File: config.mk
export PLATFORM = sky130hd
export DESIGN_NAME = blkcopy
export DESIGN_NICKNAME = d
export VERILOG_FILES = /design/src/rtl/blkcopy.sv
export SDC_FILE = /design/constraint.sdc
export NUM_CORES = 1
export LEC_CHECK = 0
export BUFFER_PORTS_ARGS = -buffer_cell sky130_fd_sc_hd__clkbuf_2
export CORE_ASPECT_RATIO = 0.9
export CORE_MARGIN = 2
export CORE_UTILIZATION = 45
export CTS_CLUSTER_SIZE = 30
export DETAILED_ROUTE_END_ITERATION = 8
export GPL_TIMING_DRIVEN = 0
export PLACE_DENSITY_LB_ADDON = 0.08
export SLEW_MARGIN = 20
export SYNTH_ARGS = -nofsm -noshare
export SYNTH_HDL_FRONTEND = slang
export SYNTH_SLANG_ARGS = --single-unit
File: constraint.sdc
create_clock -name clk -period 3.41 [get_ports clk]
set_input_delay 0.1705 -clock clk [delete_from_list [all_inputs] [get_ports clk]]
set_output_delay 0.1705 -clock clk [all_outputs]
set_load 0.01 [all_outputs]
File: src/rtl/blkcopy.sv
module blkcopy #(
  parameter int AW = 16,
  parameter int LW = 16,
  parameter int PAGE_BITS = 8
) (
  input  logic          clk,
  input  logic          rst_n,
  input  logic          start,
  input  logic [AW-1:0] src,
  input  logic [AW-1:0] dst,
  input  logic [LW-1:0] len,
  output logic          busy,
  output logic          done,
  output logic          mem_req,
  output logic          mem_we,
  output logic          mem_wide,
  output logic [AW-1:0] mem_addr,
  output logic [31:0]   mem_wdata,
  input  logic [31:0]   mem_rdata,
  input  logic          mem_ack,
  output logic          src_page_new,
  output logic          dst_page_new
);
  typedef enum logic [1:0] {IDLE, RD, WR} state_t;

  state_t        st;
  logic [AW-1:0] s, d;
  logic [LW-1:0] rem;
  logic [31:0]   hold;
  logic          done_r, spn, dpn;

  logic          wide;
  logic [AW-1:0] step_a, s_nx, d_nx;
  logic [LW-1:0] step_l;

  assign wide   = (s[1:0] == 2'b00) && (d[1:0] == 2'b00) && (rem >= LW'(4));
  assign step_a = wide ? AW'(4) : AW'(1);
  assign step_l = wide ? LW'(4) : LW'(1);
  assign s_nx   = s + step_a;
  assign d_nx   = d + step_a;

  always_ff @(posedge clk) begin
    if (!rst_n) begin
      st     <= IDLE;
      s      <= '0;
      d      <= '0;
      rem    <= '0;
      hold   <= '0;
      done_r <= 1'b0;
      spn    <= 1'b0;
      dpn    <= 1'b0;
    end else begin
      done_r <= 1'b0;
      case (st)
        IDLE: if (start) begin
          if (len == '0) done_r <= 1'b1;
          else begin
            s   <= src;
            d   <= dst;
            rem <= len;
            spn <= 1'b1;
            dpn <= 1'b1;
            st  <= RD;
          end
        end
        RD: if (mem_ack) begin
          hold <= mem_rdata;
          st   <= WR;
        end
        WR: if (mem_ack) begin
          s   <= s_nx;
          d   <= d_nx;
          rem <= rem - step_l;
          spn <= s_nx[AW-1:PAGE_BITS] != s[AW-1:PAGE_BITS];
          dpn <= d_nx[AW-1:PAGE_BITS] != d[AW-1:PAGE_BITS];
          if (rem == step_l) begin
            st     <= IDLE;
            done_r <= 1'b1;
          end else st <= RD;
        end
        default: st <= IDLE;
      endcase
    end
  end

  assign busy         = st != IDLE;
  assign done         = done_r;
  assign mem_req      = st != IDLE;
  assign mem_we       = st == WR;
  assign mem_wide     = wide;
  assign mem_addr     = (st == WR) ? d : s;
  assign mem_wdata    = wide ? hold : {24'b0, hold[7:0]};
  assign src_page_new = (st == RD) && spn;
  assign dst_page_new = (st == WR) && dpn;
endmodule


# After elaboration in Yosys (flattened, before gate mapping)
# Cells that the tools add are included.
[word_totals]
ff_bits = 85
output_inout_bits = 55
word_cells = 66
[op_classes]
addsub = 3
magnitude_cmp = 1
eq_ne = 9
mux = 32
reduce_logical = 13
[op_table]
columns = ["operator", "count"]
rows = [
  ["2-to-1 mux 16 bit", 10],
  ["one-hot mux 16 bit (2 select lines)", 3],
  ["adder 16 x 3 -> 16 bit", 2],
  ["2-to-1 mux 32 bit", 1],
  ["== test 16 x 3 -> 1 bit", 1],
  ["greater-or-equal comparator 16 x 3 -> 1 bit, second input constant", 1],
  ["zero test 16 bit", 1],
  ["!= test 8 bit", 2],
  ["subtractor 16 x 3 -> 16 bit", 1],
  ["2-to-1 mux 1 bit", 9],
  ["2-to-1 mux 2 bit", 4],
  ["AND reduction 4 bit", 2],
  ["zero test 2 bit", 3],
  ["!= test 2 bit, second input constant", 3],
  ["one-hot mux 1 bit (2 select lines)", 3],
  ["one-hot mux 2 bit (3 select lines)", 1],
  ["logical AND 1 bit", 4],
  ["nonzero test 2 bit", 2],
  ["2-to-1 mux 3 bit", 1],
  ["== test 2 x 1 -> 1 bit, second input constant", 1],
  ["== test 2 bit, second input constant", 1],
  ["!= test 2 x 1 -> 1 bit, second input constant", 1],
  ["AND reduction 2 bit", 1],
]

# Logic depth before layout (Yosys ltp)
# Gate-level depths: netlist of the first run.
[logic_depth]
ltp_word = 8
mapped_depth = 12

# Worst setup path after synthesis of the first run
# Ideal clock, no wire load.
[synth_path]
kind = "flip-flop to flip-flop"
startpoint = "register rem[5]"
endpoint = "register rem[14]"
arrival_ps = 2840
required_ps = 3291
setup_slack_ps = 451
path_stages_with_launch = 13
n_path_buf = 1
synth_period_minus_slack_ps = 2959
path_cell_list = "dfxtp_1 -> nor4_2 -> nand4_1 -> o211a_1 -> clkbuf_1 -> inv_1 -> ha_1 -> ha_1 -> nand2b_1 -> nand4_1 -> nor4_1 -> a31oi_1 -> o221a_2"
[synth_between]
elab_chain_cells = 6
[synth_lines]
columns = ["element", "line_no", "rtl"]
rows = [
  ["start: declaration", "28", "logic [LW-1:0] rem;"],
  ["start signal: assignment", "60", "rem <= len;"],
  ["start signal: assignment", "73", "rem <= rem - step_l;"],
  ["greater-or-equal comparator 16 x 3 -> 1 bit", "36", "assign wide = (s[1:0] == 2'b00) && (d[1:0] == 2'b00) && (rem >= LW'(4));"],
  ["logical AND 1 bit", "36", ""],
  ["via mem_wide", "16", "output logic mem_wide,"],
  ["2-to-1 mux 3 bit", "38", "assign step_l = wide ? LW'(4) : LW'(1);"],
  ["subtractor 16 x 3 -> 16 bit", "73", ""],
  ["2-to-1 mux 16 bit", "70", "WR: if (mem_ack) begin"],
  ["one-hot mux 16 bit (2 select lines)", "54", "case (st)"],
]
# The timed path passes the listed nets, and every way through them passes these cells. The select of a mux whose other input is x is not followed.
# A chain may end at the register's enable or synchronous reset.

# Worst setup path in the final report of the first run
[layout_path]
startpoint = "register rem[11]"
endpoint = "register d[15]"
[layout_between]
elab_chain_cells = 6
[layout_lines]
columns = ["element", "line_no", "rtl"]
rows = [
  ["greater-or-equal comparator 16 x 3 -> 1 bit", "36", ""],
  ["logical AND 1 bit", "36", ""],
  ["2-to-1 mux 3 bit", "37", "assign step_a = wide ? AW'(4) : AW'(1);"],
  ["adder 16 x 3 -> 16 bit", "40", "assign d_nx = d + step_a;"],
  ["2-to-1 mux 16 bit", "70", ""],
  ["one-hot mux 16 bit (2 select lines)", "54", ""],
  ["end signal: assignment", "59", "d <= dst;"],
  ["end signal: assignment", "72", "d <= d_nx;"],
  ["end: declaration", "27", "logic [AW-1:0] s, d;"],
]
# No other way between the ends. The select of a mux whose other input is x is not followed.

==> reports/results.txt, run 1 <==
The longest clock path from root to sink contains 2 buffers. Post-synthesis average cell area: 7.271 sq um. The worst register-to-register path has a depth of 10. For this run, the register share of the synthesized area comes to 34.52%. The run gives 0 as the number of antenna violations at the first check in global routing. Biggest area consumer among synthesized cells: dfxtp_1.

Max-cap violations in this run came to 0. The placed instances occupy a cell area of 0.005782 sq mm. The worst register-to-register path begins at rem[11]$_SDFFE_PN0P_. Per report_power, the clock group accounts for 35.8% of the total.

The tools report the initial standard-cell utilization of the core as 45.79%. Clock tree synthesis selected as its root buffer the cell clkbuf_16. The largest stage delay on the critical path works out to 400 ps. The analysis attributes to net switching a power of 0.9977 mW.

The final wirelength came out at 17880 microns. The critical path is of the flop to flop type. The number of buffers added on ports works out to 137. Overall power: 3.102 mW. The initialized floorplan defines 36 standard-cell rows. The slowest stage of the critical path belongs to the cell dfxtp_1.

The routed via count came out at 5725. 0 antenna diodes ended up in the layout. The final count of hold timing violations is 0, and the count of flip-flops with a built-in enable after synthesis is 0.

After detailed routing, the number of remaining DRC violations is 0. Of the cells placed in the final design, the portion with a size suffix greater than 1 is 24.61%. The first routing iteration left 647 violations.

In this run the count of I/O pins placed on the die edge is 139. Multiplexer cells account for 0.4061% of the synthesized area. After routing the design area is 0.006182 sq mm. The tools report the element type at the critical path start as a flop.

Timing analysis after detailed placement gives a worst setup slack of -328.5 ps. The first detailed-routing pass ran for 5 iterations. The die outline width was 114.3 microns. The clock tree synthesis step divided the H-tree into 3 levels. The area fraction in compound gates after synthesis was 25.91%. The worst-margin pin slew is 724.7 ps, and the proportion of register bits with asynchronous set or reset after synthesis is 0%. The tree built by TritonCTS fans out to 85 sinks. The setup slack of the most critical reg-to-reg path came out at 130 ps. The tools report the largest clock skew in the final design as 8.342 ps.

Largest net degree at the start of global routing: 20. The post-synthesis share of cell area spent on xor and xnor gates was 0.3553%. The achievable frequency was 305.1 MHz; the static power due to leakage was 2.671 nW.

The clock latency on the worst-skew pair is 350 ps, and the part of the power in registers is 37.8%. Data on the critical path is required at its endpoint by 3650 ps. The critical path starts at rem[11]$_SDFFE_PN0P_.

At the worst endpoint, the arrival time is 3520 ps. The smallest clock period supported by the final layout is computed as 3278 ps. Summing the areas of all fa, ha and maj instances in the mapped netlist gives 2.792% of the synthesized area. The kind of end point of the critical path is a flop. The flow ran to the end, and the final reports show no timing, DRC or antenna violations. For this run the aggregate overflow at the end of global routing stands at 0. The number of warnings reported in the yosys synthesis log was 0; the number of register bits inferred by synthesis was 85. Counting every net in the synthesized netlist gives 773. The max-slew violation count was 0.

The simple-gate portion of the synthesized area works out to 29.14%. Power spread over the standard cell area amounts to 501.8 mW/mm^2. Reg-to-reg endpoint: d[15]$_SDFFE_PN0P_.

Traced cell by cell, the critical path runs through nor4_4, nand4_1, o211a_4, buf_4, ha_1, a31oi_1, nor3b_1, nand3_1, o32a_1, o32ai_1. The logs give 57.43% for the share of the core filled with cells and 9 for the number of clock buffers inserted by TritonCTS. Global routing consumed, over all layers together, 29.53% of the routing resources. After synthesis, the largest family of logic cells by area is simple AND/OR/NAND/NOR gates. Summed over its instances, the top area cell type makes up 34.52% of the synthesized netlist area. In the finished design, the share of the clock period the worst path needs comes to 96.12%. The via count of the first global-routing pass was 5142. The die covers 0.01181 sq mm. Worst-case vdd ir drop: 0.2662 mV. The total area inside the core boundary comes to 0.01077 sq mm.

The die is 103.3 microns tall. The class of the worst hold path is input pin to flop. The most frequently used flop master after synthesis is dfxtp_1. Routability-driven placement finished with a final weighted congestion of 0.9363. The tools report the synthesized area as 0.004930 sq mm.

The internal portion of the total power is 2.105 mW. Sorting the synthesized cells by area gives the leading types as dfxtp_1 (35%), nand2_1 (12%), a21oi_1 (7.2%). Counting the fill cells in the layout gives 1038. In this run the tightest slew margin relative to its limit is 51.46%. Setup slack on the critical path of the routed design comes to 132.3 ps. The share of total power dissipated in combinational logic is 26.4%. Detailed placement ended at an HPWL of 12750 microns. Of all nets on the critical path, the largest fanout is 8. Dividing the detail-routed wire length by the instance count gives 18.51 microns. Number of buffers and inverters on the critical path: 1.

In this run the remaining antenna-violating nets after routing total 0. The tools report the final-stage net count as 924. The area added between synthesis and finish came out at 25.41%. Following the worst setup path forward leads to its endpoint at d[15]$_SDFFE_PN0P_. Synthesis produced 678 cells. The number of setup violations in the final report came out at 0. Dominant delay contributor by cell family on the critical path: simple AND/OR/NAND/NOR gates. The clock-pin transition on the worst setup and hold timing paths is 70 ps, and the wire length of the first global-routing pass is 26890 microns. Switching share of total power: 32.16%.

In this run the number of cells on the critical path is 10. The via density per instance works out to 5.927. Yosys mapped the design onto 57 distinct sky130hd cell types. TritonCTS built the clock tree. The tools report the final sum of negative setup slack as 0 ps.
worst min-delay path: cells and delay by family:
family	cells	cell delay, ps
buf+inv	1	80
simple gates	1	40
compound gates	1	50
placed cells by master, fill, tap and decap left out, drive strengths merged, types with 4 or more instances in the layout:
| cell | netlist | routed |
|---|---|---|
| a211oi | 9 | 9 |
| a21oi | 71 | 71 |
| a311oi | 7 | 7 |
| a31oi | 13 | 13 |
| a41oi | 4 | 4 |
| and2 | 32 | 32 |
| and3 | 4 | 4 |
| and4 | 4 | 4 |
| buf | 29 | 33 |
| clkbuf | 34 | 182 |
| dfxtp | 85 | 85 |
| ha | 11 | 11 |
| inv | 11 | 11 |
| nand2 | 158 | 158 |
| nand2b | 9 | 9 |
| nand3 | 14 | 14 |
| nand4 | 9 | 9 |
| nor2 | 59 | 59 |
| nor3 | 6 | 6 |
| nor4 | 8 | 8 |
| o211ai | 4 | 4 |
| o21a | 6 | 6 |
| o21ai | 27 | 27 |
| o221a | 12 | 12 |
| o31ai | 4 | 4 |
| o32a | 4 | 4 |
| o32ai | 6 | 6 |
worst min path at each step:
stage                              from                    end  slack (ps)  depth (start not counted)
after CTS                 mem_rdata[20]  hold[20]$_SDFFE_PN0P_          40                          3
after global routing       mem_rdata[1]   hold[1]$_SDFFE_PN0P_          40                          3
after global placement    mem_rdata[25]  hold[25]$_SDFFE_PN0P_         390                          3
after detailed placement  mem_rdata[10]  hold[10]$_SDFFE_PN0P_         400                          3
final                      mem_rdata[1]   hold[1]$_SDFFE_PN0P_          50                          3
after floorplan           mem_rdata[10]  hold[10]$_SDFFE_PN0P_         310                          2
cell type report:
| class | instances | area [sq um] | area share (%) |
|---|---|---|---|
| well taps | 133 | 166.4 | 2.692 |
| plain buffers | 62 | 290.3 | 4.695 |
| repair buffers | 141 | 715.7 | 11.58 |
| flip-flops and latches | 85 | 1702 | 27.52 |
| inverters | 12 | 45.04 | 0.7286 |
| multi-input cells | 518 | 2929 | 47.38 |
| clock inverters | 3 | 67.56 | 1.093 |
| clock buffers | 12 | 266.5 | 4.311 |
Yosys cell counts, drive strengths merged, types with 11 or more instances:
master  number
a21oi       71
a31oi       13
and2        32
buf         29
clkbuf      34
dfxtp       85
ha          11
inv         11
nand2      158
nand3       14
nor2        59
o21ai       27
o221a       12
power groups by stage:
stage	sequential (mW)	combinational, mW	clock [mW]
after global routing	1.18	0.897	1.16
after global placement	1.18	0.754	0
after detailed placement	1.18	0.771	0
after CTS	1.16	0.781	1.12
final	1.17	0.819	1.11
after floorplan	1.16	0.512	0
registers in the layout, indices dropped and copies added (netlist names):
register and cells:
spn 1, s 16, done 1, st 2, rem 16, hold 32, d 16, dpn 1
cells by family (layout without fill, tap and decap cells):
| family | count (synthesis) | after routing |
|---|---|---|
| DFF | 85 | 85 |
| buffers and inverters | 75 | 230 |
| adders and majority gates | 11 | 11 |
| and+or+nand+nor | 314 | 314 |
| AOI/OAI and AO/OA | 189 | 189 |
| xor gates and xnor gates | 2 | 2 |
| muxes | 2 | 2 |
per-layer routing:
layer,part of all wire (%),wire (microns),global-route usage (%)
met4,2.0,365,9.099
met3,10,1791,5.828
met2,45,8046,46.38
met1,43,7678,41.26
met5,0,0,0
through the flow:
step	std cells	hold slack, ps
after floorplan	678	306.5
after global placement	948	394.6
after detailed placement	948	402.1
after CTS	962	42.61
after global routing	966	44.07
final	966	46.81
repair_timing:
action | CTS | global route
resized for setup | 3 | 4
hold buffers | 0 | 0
setup buffers | 0 | 4
pin swaps | 0 | 3
endpoints found under the setup margin | 13 | 5
No activity file was read; power rests on OpenSTA's default activity.
==> run 2, diff against run 1 <==
- ABC_AREA: unset -> 1
- CORE_UTILIZATION: 45 -> 53
- SKIP_LAST_GASP: unset -> 1
==> reports/results.txt, run 2 <==
For the number of antenna violations at the first check in global routing, the log shows 0. After synthesis, the netlist uses 34 different library cells. The die is 109.1 microns wide. After layout, the design draws a total of 2.962 mW. The number of levels the H-tree was split into is 3, and the remaining global-route overflow is 0. Counting flops with a built-in enable in the synthesized netlist gives 0. The register with the most flip-flops in the layout has 32 of them. The detailed router finished its first iteration with 461 violations.

The worst-margin pin slew is 737.0 ps, and the HPWL reported at the end of detailed placement is 12610 microns. Leaving out fill and tap cells, the most frequent cell in the layout is nand2_1. The kind of end point of the critical path is a flop. The clock passes through at most 2 buffers. The routed layout has 6053 vias. In this run the cell area of the synthesized design comes to 0.005264 sq mm. Data arrives at the worst endpoint at 3450 ps. The overall global routing resource usage was 32.05%; the headroom to the max-slew limit was 50.86%. Yosys printed 0 warnings.

Based on the critical path, the design can be clocked at up to 318.2 MHz. The initial standard-cell utilization of the core is 54.51%. More flip-flops sit in one register than any other, and that register is hold.

The area of the die is 0.01075 sq mm, and the clock latency on the worst-skew pair is 370 ps. Cells with a size suffix above 1 make up 20.75% of the layout. The tools report the final routed DRC violation total as 0.

Setup repair after global routing left no endpoint under its margin. Subtracting the final worst setup slack from the clock period gives 3142 ps. By count the netlist is led by nand2_1 (211), nor2_1 (114), inv_1 (87).

The clock-pin transition on the worst setup and hold timing paths was 90 ps. At the end of routability-driven placement, the weighted congestion stood at 0.9982. Once detail routing completed, the nets flagged for antenna violations numbered 0.

Dividing total power by cell area gives a power density of 464.9 mW/mm^2. After detailed routing, the number of vias per cell comes to 5.342. The run gives 1097 as the final-stage net count. The type of the setup path with the least slack is flop to flop. CTS placed an instance of clkbuf_8 at the clock tree root. The final count of hold timing violations was 0. The final worst-path cycle share was 92.15%; the via count of the first global-routing pass was 5441.

The largest net degree at the start of global routing came out at 16. After detailed routing, the average wire length per cell comes to 14.91 microns. The gate count after technology mapping was 850.

The top-area cell type share of the netlist area is 32.33%, and the post-synthesis average cell area is 6.193 sq um. TritonCTS built the clock tree. For the number of inserted diodes, the log shows 0. Yosys attributes the largest share of cell area to dfxtp_1 (32%), nand2_1 (15%), nor2_1 (8.1%). The first global-routing pass estimated 26840 microns of wire. TritonCTS created 9 clock buffers. The tools report the element type at the critical path start as a flop.

The flow ran to the end, and the final reports show no timing, DRC or antenna violations. The reported max-cap violation count came out at 0. The tools report the number of top-level pins as 139.

Biggest area consumer among synthesized cells: dfxtp_1. CTS saw 85 sinks. The run gives 0.009657 sq mm as the area of the core region. Across the VDD grid, the largest voltage drop is 0.3238 mV. The most frequently used flop master after synthesis is dfxtp_1. The critical path required time is 3720 ps. The max-slew violation count came out at 0. The most instantiated library cell after synthesis is nand2_1.

After synthesis the netlist holds a flip-flop and latch count of 85. The number of buffers added to fix hold violations after cts was 0; the final sum of negative setup slack was 0 ps. In the layout the commonest cells are nand2_1 (210), clkbuf_2 (139), nor2_1 (111), inv_1 (87), dfxtp_1 (85).

Counting flops with an async set or reset pin after synthesis yields a share of 0%. The die height came out at 98.55 microns. Port buffering added 138 buffers. Compared with the post-synthesis result, the final layout area differs by 21.01%. The largest clock skew in the final design is 7.622 ps, and the static power due to leakage is 3.002 nW.

Setup violations remaining at the end of the flow were counted as 0. The register area share after synthesis is 32.33%, and the maximum fanout encountered on the critical timing path is 13. The class of the worst hold path was input pin to flop.

The detailed-router iteration count before antenna repair was 5; the final wirelength was 16890 microns. The number of placement rows is 34. The run gives 945 as the total nets after synthesis.
## run 2: path summary, 6_finish.rpt
| kind | startpoint | cells after the start | endpoint | slack (ps) |
|---|---|---|---|---|
| worst max-delay path | rem[8]$_SDFFE_PN0P_ | 17 | s[13]$_SDFFE_PN0P_ | 270 |
| worst min-delay path | mem_rdata[3] | 3 | hold[3]$_SDFFE_PN0P_ | 80 |
| worst max register to register | rem[8]$_SDFFE_PN0P_ | 17 | s[13]$_SDFFE_PN0P_ | 270 |
| worst min register to register | hold[7]$_SDFFE_PN0P_ | 2 | hold[7]$_SDFFE_PN0P_ | 450 |
## run 2: final cells by class
type                       instances  area (sq um)
inverter                          93         349.1
tap                              126         157.7
buffer                            51         292.8
multi-input combinational        621          2948
fill                            1002          3287
timing repair buffer             141         713.2
clock inverter                     6         70.07
sequential                        85          1702
clock buffer                      10         137.6
## run 2: where the power goes
part / switching [mW] / internal [mW] / leakage, nW / total [mW]
combinational: 0.640 / 0.364 / 2.21 / 1.00
clock: 0.399 / 0.362 / 0.0951 / 0.761
sequential: 0.0921 / 1.10 / 0.701 / 1.20
## run 2: worst max-delay path, cell delays in order (launching register included)
cell and delay [ps]:
dfxtp_1 360, nor2_2 190, inv_2 70, nor2_2 150, and3_1 250, nand4_1 220
nand3_4 160, buf_4 230, inv_1 120, ha_1 350, nand3_1 110, nand2_2 180
nand2_1 100, nor2_1 130, nor2_1 80, o21ai_0 200, nand2_1 70, nor2_1 100
## run 2: layer usage
layer	routed length [microns]	share of wire, %	vias to the layer above	global-route usage, %
li1	-	-	3047	-
met1	7216	43	2693	42.70
met2	7598	45	274	50.98
met3	1600	9.5	39	6.746
met4	473	2.8	0	11.64
met5	0	0	-	0
## run 2: logic make-up after synthesis
family	after synthesis	synth area share, %
AO/OA/AOI/OAI	179	17.64
adder cells (fa/ha/maj)	11	2.615
AND/OR/NAND/NOR	430	35.06
flip-flops	85	32.33
XOR/XNOR	1	0.1664
buffers and inverters	144	12.19
## run 2: timing repair
| action | CTS | global route |
|---|---|---|
| setup buffers | 0 | 3 |
| endpoints found under the setup margin | 0 | 18 |
| resized for setup | 0 | 7 |
| hold endpoints to repair | 0 | 0 |
## run 2: metrics by stage
| stage | hold WS (ps) | area (sq um) | utilization, % | setup slack (ps) | std cells |
|---|---|---|---|---|---|
| final | 78.48 | 6370 | 65.96 | 267.6 | 1133 |
| after global routing | 73.07 | 6370 | 65.96 | 9.796 | 1133 |
| after CTS | 69.25 | 6320 | 65.44 | 108.9 | 1130 |
| after detailed placement | 437.6 | 6112 | 63.29 | 140.8 | 1114 |
| after global placement | 435.3 | 6112 | 63.29 | 170.0 | 1114 |
| after floorplan | 308.9 | 5264 | - | 810.5 | 850 |
==> run 3, diff against run 2 <==
--- a/config.mk
+++ b/config.mk
@@ -8,5 +8,4 @@
 export ABC_AREA = 1
 export BUFFER_PORTS_ARGS = -buffer_cell sky130_fd_sc_hd__clkbuf_2
-export CORE_ASPECT_RATIO = 0.9
 export CORE_MARGIN = 2
 export CORE_UTILIZATION = 53
==> constraint.sdc (replaced) <==
create_clock -name clk -period 3.41 [get_ports clk]
set_input_delay 0.1705 -clock clk [delete_from_list [all_inputs] [get_ports clk]]
set_output_delay 0.1705 -clock clk [all_outputs]
set_load 0.02 [all_outputs]
==> reports/results.txt, run 3 (same netlist as run 2, synthesis figures left out) <==
In this run the worst setup path begins at rem[8]$_SDFFE_PN0P_. Setup violations remaining at the end of the flow were counted as 0. Counting every sink on the clock net gives 85.

After detailed routing, the total wire length is 16180 microns. In this run, CTS created clock tree buffers numbering 9. Traced cell by cell, the critical path runs through nor2_1, inv_2, nor2_2, and3_1, nand4_1, nand3_2, buf_4, inv_1, ha_1, nand2_1, nand2_1, nand3_1, nor2_4, nand2_1, nand3_1, nand3_1, nor2_1, nor2_1. Summed over all nets, the half-perimeter wirelength after detailed placement is 12250 microns. The minimum clock period after layout is 3156 ps, and the area of the die is 0.01074 sq mm.

The kind of cell with the highest combined delay along the critical path is simple AND/OR/NAND/NOR gates. The worst hold path terminates at hold[27]$_SDFFE_PN0P_. The clock-pin transition on the worst setup and hold timing paths was 100 ps. Largest stage delay on the critical path: 340 ps. TritonCTS built the clock tree. The remaining global-route overflow is 0, and the worst-margin pin slew is 688.2 ps.

The endpoint identified for the worst register-to-register timing path is d[12]$_SDFFE_PN0P_. The first global-routing pass estimated 25730 microns of wire. The setup check on the worst reg-to-reg path leaves a slack of 250 ps.

The via density per instance works out to 5.251. The number of buffers and inverters on the critical path was 3; the final estimated routing congestion in global placement was 1.008. For the number of inserted diodes, the log shows 0.

The final-stage net count is 1094, and the initial standard-cell utilization of the core is 54.35%. The max-slew violation count is 0. The tools report the kind of end point of the critical path as a flop.

For the headroom to the max-slew limit, the log shows 54.12%. The number of levels the H-tree was split into is 3, and the die height is 103.7 microns. At the worst endpoint, the arrival time is 3420 ps.

The number of buffers added to fix hold violations after cts was 0; the number of buffers added on ports was 138. Entering global routing, the biggest net connects 16 pins. Based on the critical path, the design can be clocked at up to 316.9 MHz. The via count of the first global-routing pass is 5218, and the number of placement rows is 36. For the worst-skew pair, the clock arrives at the later sink with an insertion delay of 370 ps.

Across the run, the number of max-cap violations was 0. The startpoint identified for the worst register-to-register timing path is rem[8]$_SDFFE_PN0P_. The areal power density over the cells was 467.4 mW/mm^2; the count of antenna-violating nets left after detailed routing was 0. The routed via count was 5965. For this design the static power due to leakage is 2.984 nW. Final count of hold timing violations: 0. The class of the worst hold path is input pin to flop. After detailed routing, the average wire length per cell comes to 14.25 microns. hold holds more flip-flops than any other register. For this run, the detailed router's first-pass iteration total came to 5. The maximum fanout encountered on the critical timing path was 13. For this run, the number of standard cells in the final layout without fillers is 1136.

Overall power consumption after layout is estimated at 2.957 mW. The die outline width was 103.7 microns; the area added between synthesis and finish was 20.18%. The register with the most flip-flops in the layout has 32 of them. The run gives 0 as the number of antenna violations at the first check in global routing. The library cells used most frequently in the layout, excluding fill and tap cells, are nand2_1 (210), clkbuf_2 (139), nor2_1 (113), inv_1 (87), dfxtp_1 (85).

For the worst flop-to-flop path, the logic depth is 18. The worst-case vdd ir drop was 0.2394 mV; the number of buffers on the longest clock path was 2. STA classifies the critical path startpoint as a flop. For the critical path required time, the log shows 3670 ps.

The largest individual stage delay along the critical path comes from the cell dfxtp_1. The placed instance count was 1121; the count of filler cells inserted in the layout was 988. The flow ran to the end, and the final reports show no timing, DRC or antenna violations. The DRC marker count from the first detailed-route iteration is 516, and the number of cells on the worst hold path is 3. Setup repair after global routing could not meet its margin everywhere.

Summed over all failing endpoints, the final setup total negative slack is 0 ps. The area of the core region is 0.009684 sq mm, and the final routed DRC violation total is 0. The tree is rooted in a clkbuf_8. The tools report the share of the core filled with cells as 65.32%. The critical path in this run is classified as flop to flop. The critical hold path startpoint was mem_rdata[27].

The number of top-level pins came out at 139. For the final database, setup skew stands at 12.44 ps. The most common library cell in the layout ignoring fill and taps was nand2_1. Across every metal layer, demand over resource in global routing totals 29.65%. Of the cells placed in the final design, the portion with a size suffix greater than 1 is 20.14%.

After layout, the worst path uses 92.55% of the clock period.
[run 3: where the power goes]
group          internal [mW]  switching, mW  total [mW]
registers               1.10         0.0913        1.20
clock network          0.341          0.402       0.743
logic                  0.347          0.672        1.02
[run 3: final cells by class]
cell class / instances / area, sq um / area share [%]
multi-input cells: 621 / 2930 / 46.32
flip-flops and latches: 85 / 1702 / 26.90
repair buffers: 138 / 690.7 / 10.92
inverters: 93 / 349.1 / 5.518
plain buffers: 51 / 292.8 / 4.628
well taps: 133 / 166.4 / 2.631
clock buffers: 9 / 123.9 / 1.958
clock inverters: 6 / 71.32 / 1.127
[run 3: through the flow]
stage                     cell area (sq um)  setup slack [ps]  hold WS [ps]
after global routing                   6326            -31.97         92.34
final                                  6326             254.2         72.84
after detailed placement               6121             223.3         438.0
after floorplan                        5264             758.7         308.9
after global placement                 6121             231.6         433.5
after CTS                              6316             204.1         72.30
[run 3: worst max-delay path by stage]
stage                    endpoint  slack (ps)  depth (start not counted)
4_1_cts        s[13]$_SDFFE_PN0P_         200                         17
2_1_floorplan  d[12]$_SDFFE_PN0P_         760                         18
6_report       d[12]$_SDFFE_PN0P_         250                         18
5_1_grt        d[12]$_SDFFE_PN0P_         -30                         18
3_5_place_dp   d[12]$_SDFFE_PN0P_         220                         18
3_3_place_gp   d[12]$_SDFFE_PN0P_         230                         18
[run 3: layer usage]
layer,global-route usage [%],vias up,wire length (microns)
met5,0,-,0
met4,8.784,0,351
met3,3.084,30,1374
met2,49.10,291,7433
met1,40.93,2607,7024
li1,-,3037,-
[run 3: worst register-to-register path: stages (launching register included)]
cell	delay, ps
dfxtp_1	340
nor2_1	230
inv_2	80
nor2_2	140
and3_1	250
nand4_1	160
nand3_2	200
buf_4	250
inv_1	120
ha_1	320
nand2_1	70
nand2_1	130
nand3_1	220
nor2_4	210
nand2_1	70
nand3_1	70
nand3_1	70
nor2_1	90
nor2_1	40
[run 3: repair_timing]
action                                  in CTS  in global routing
endpoints found under the setup margin       0                  5
buffers inserted                             0                  0
resized for setup                            0                  3
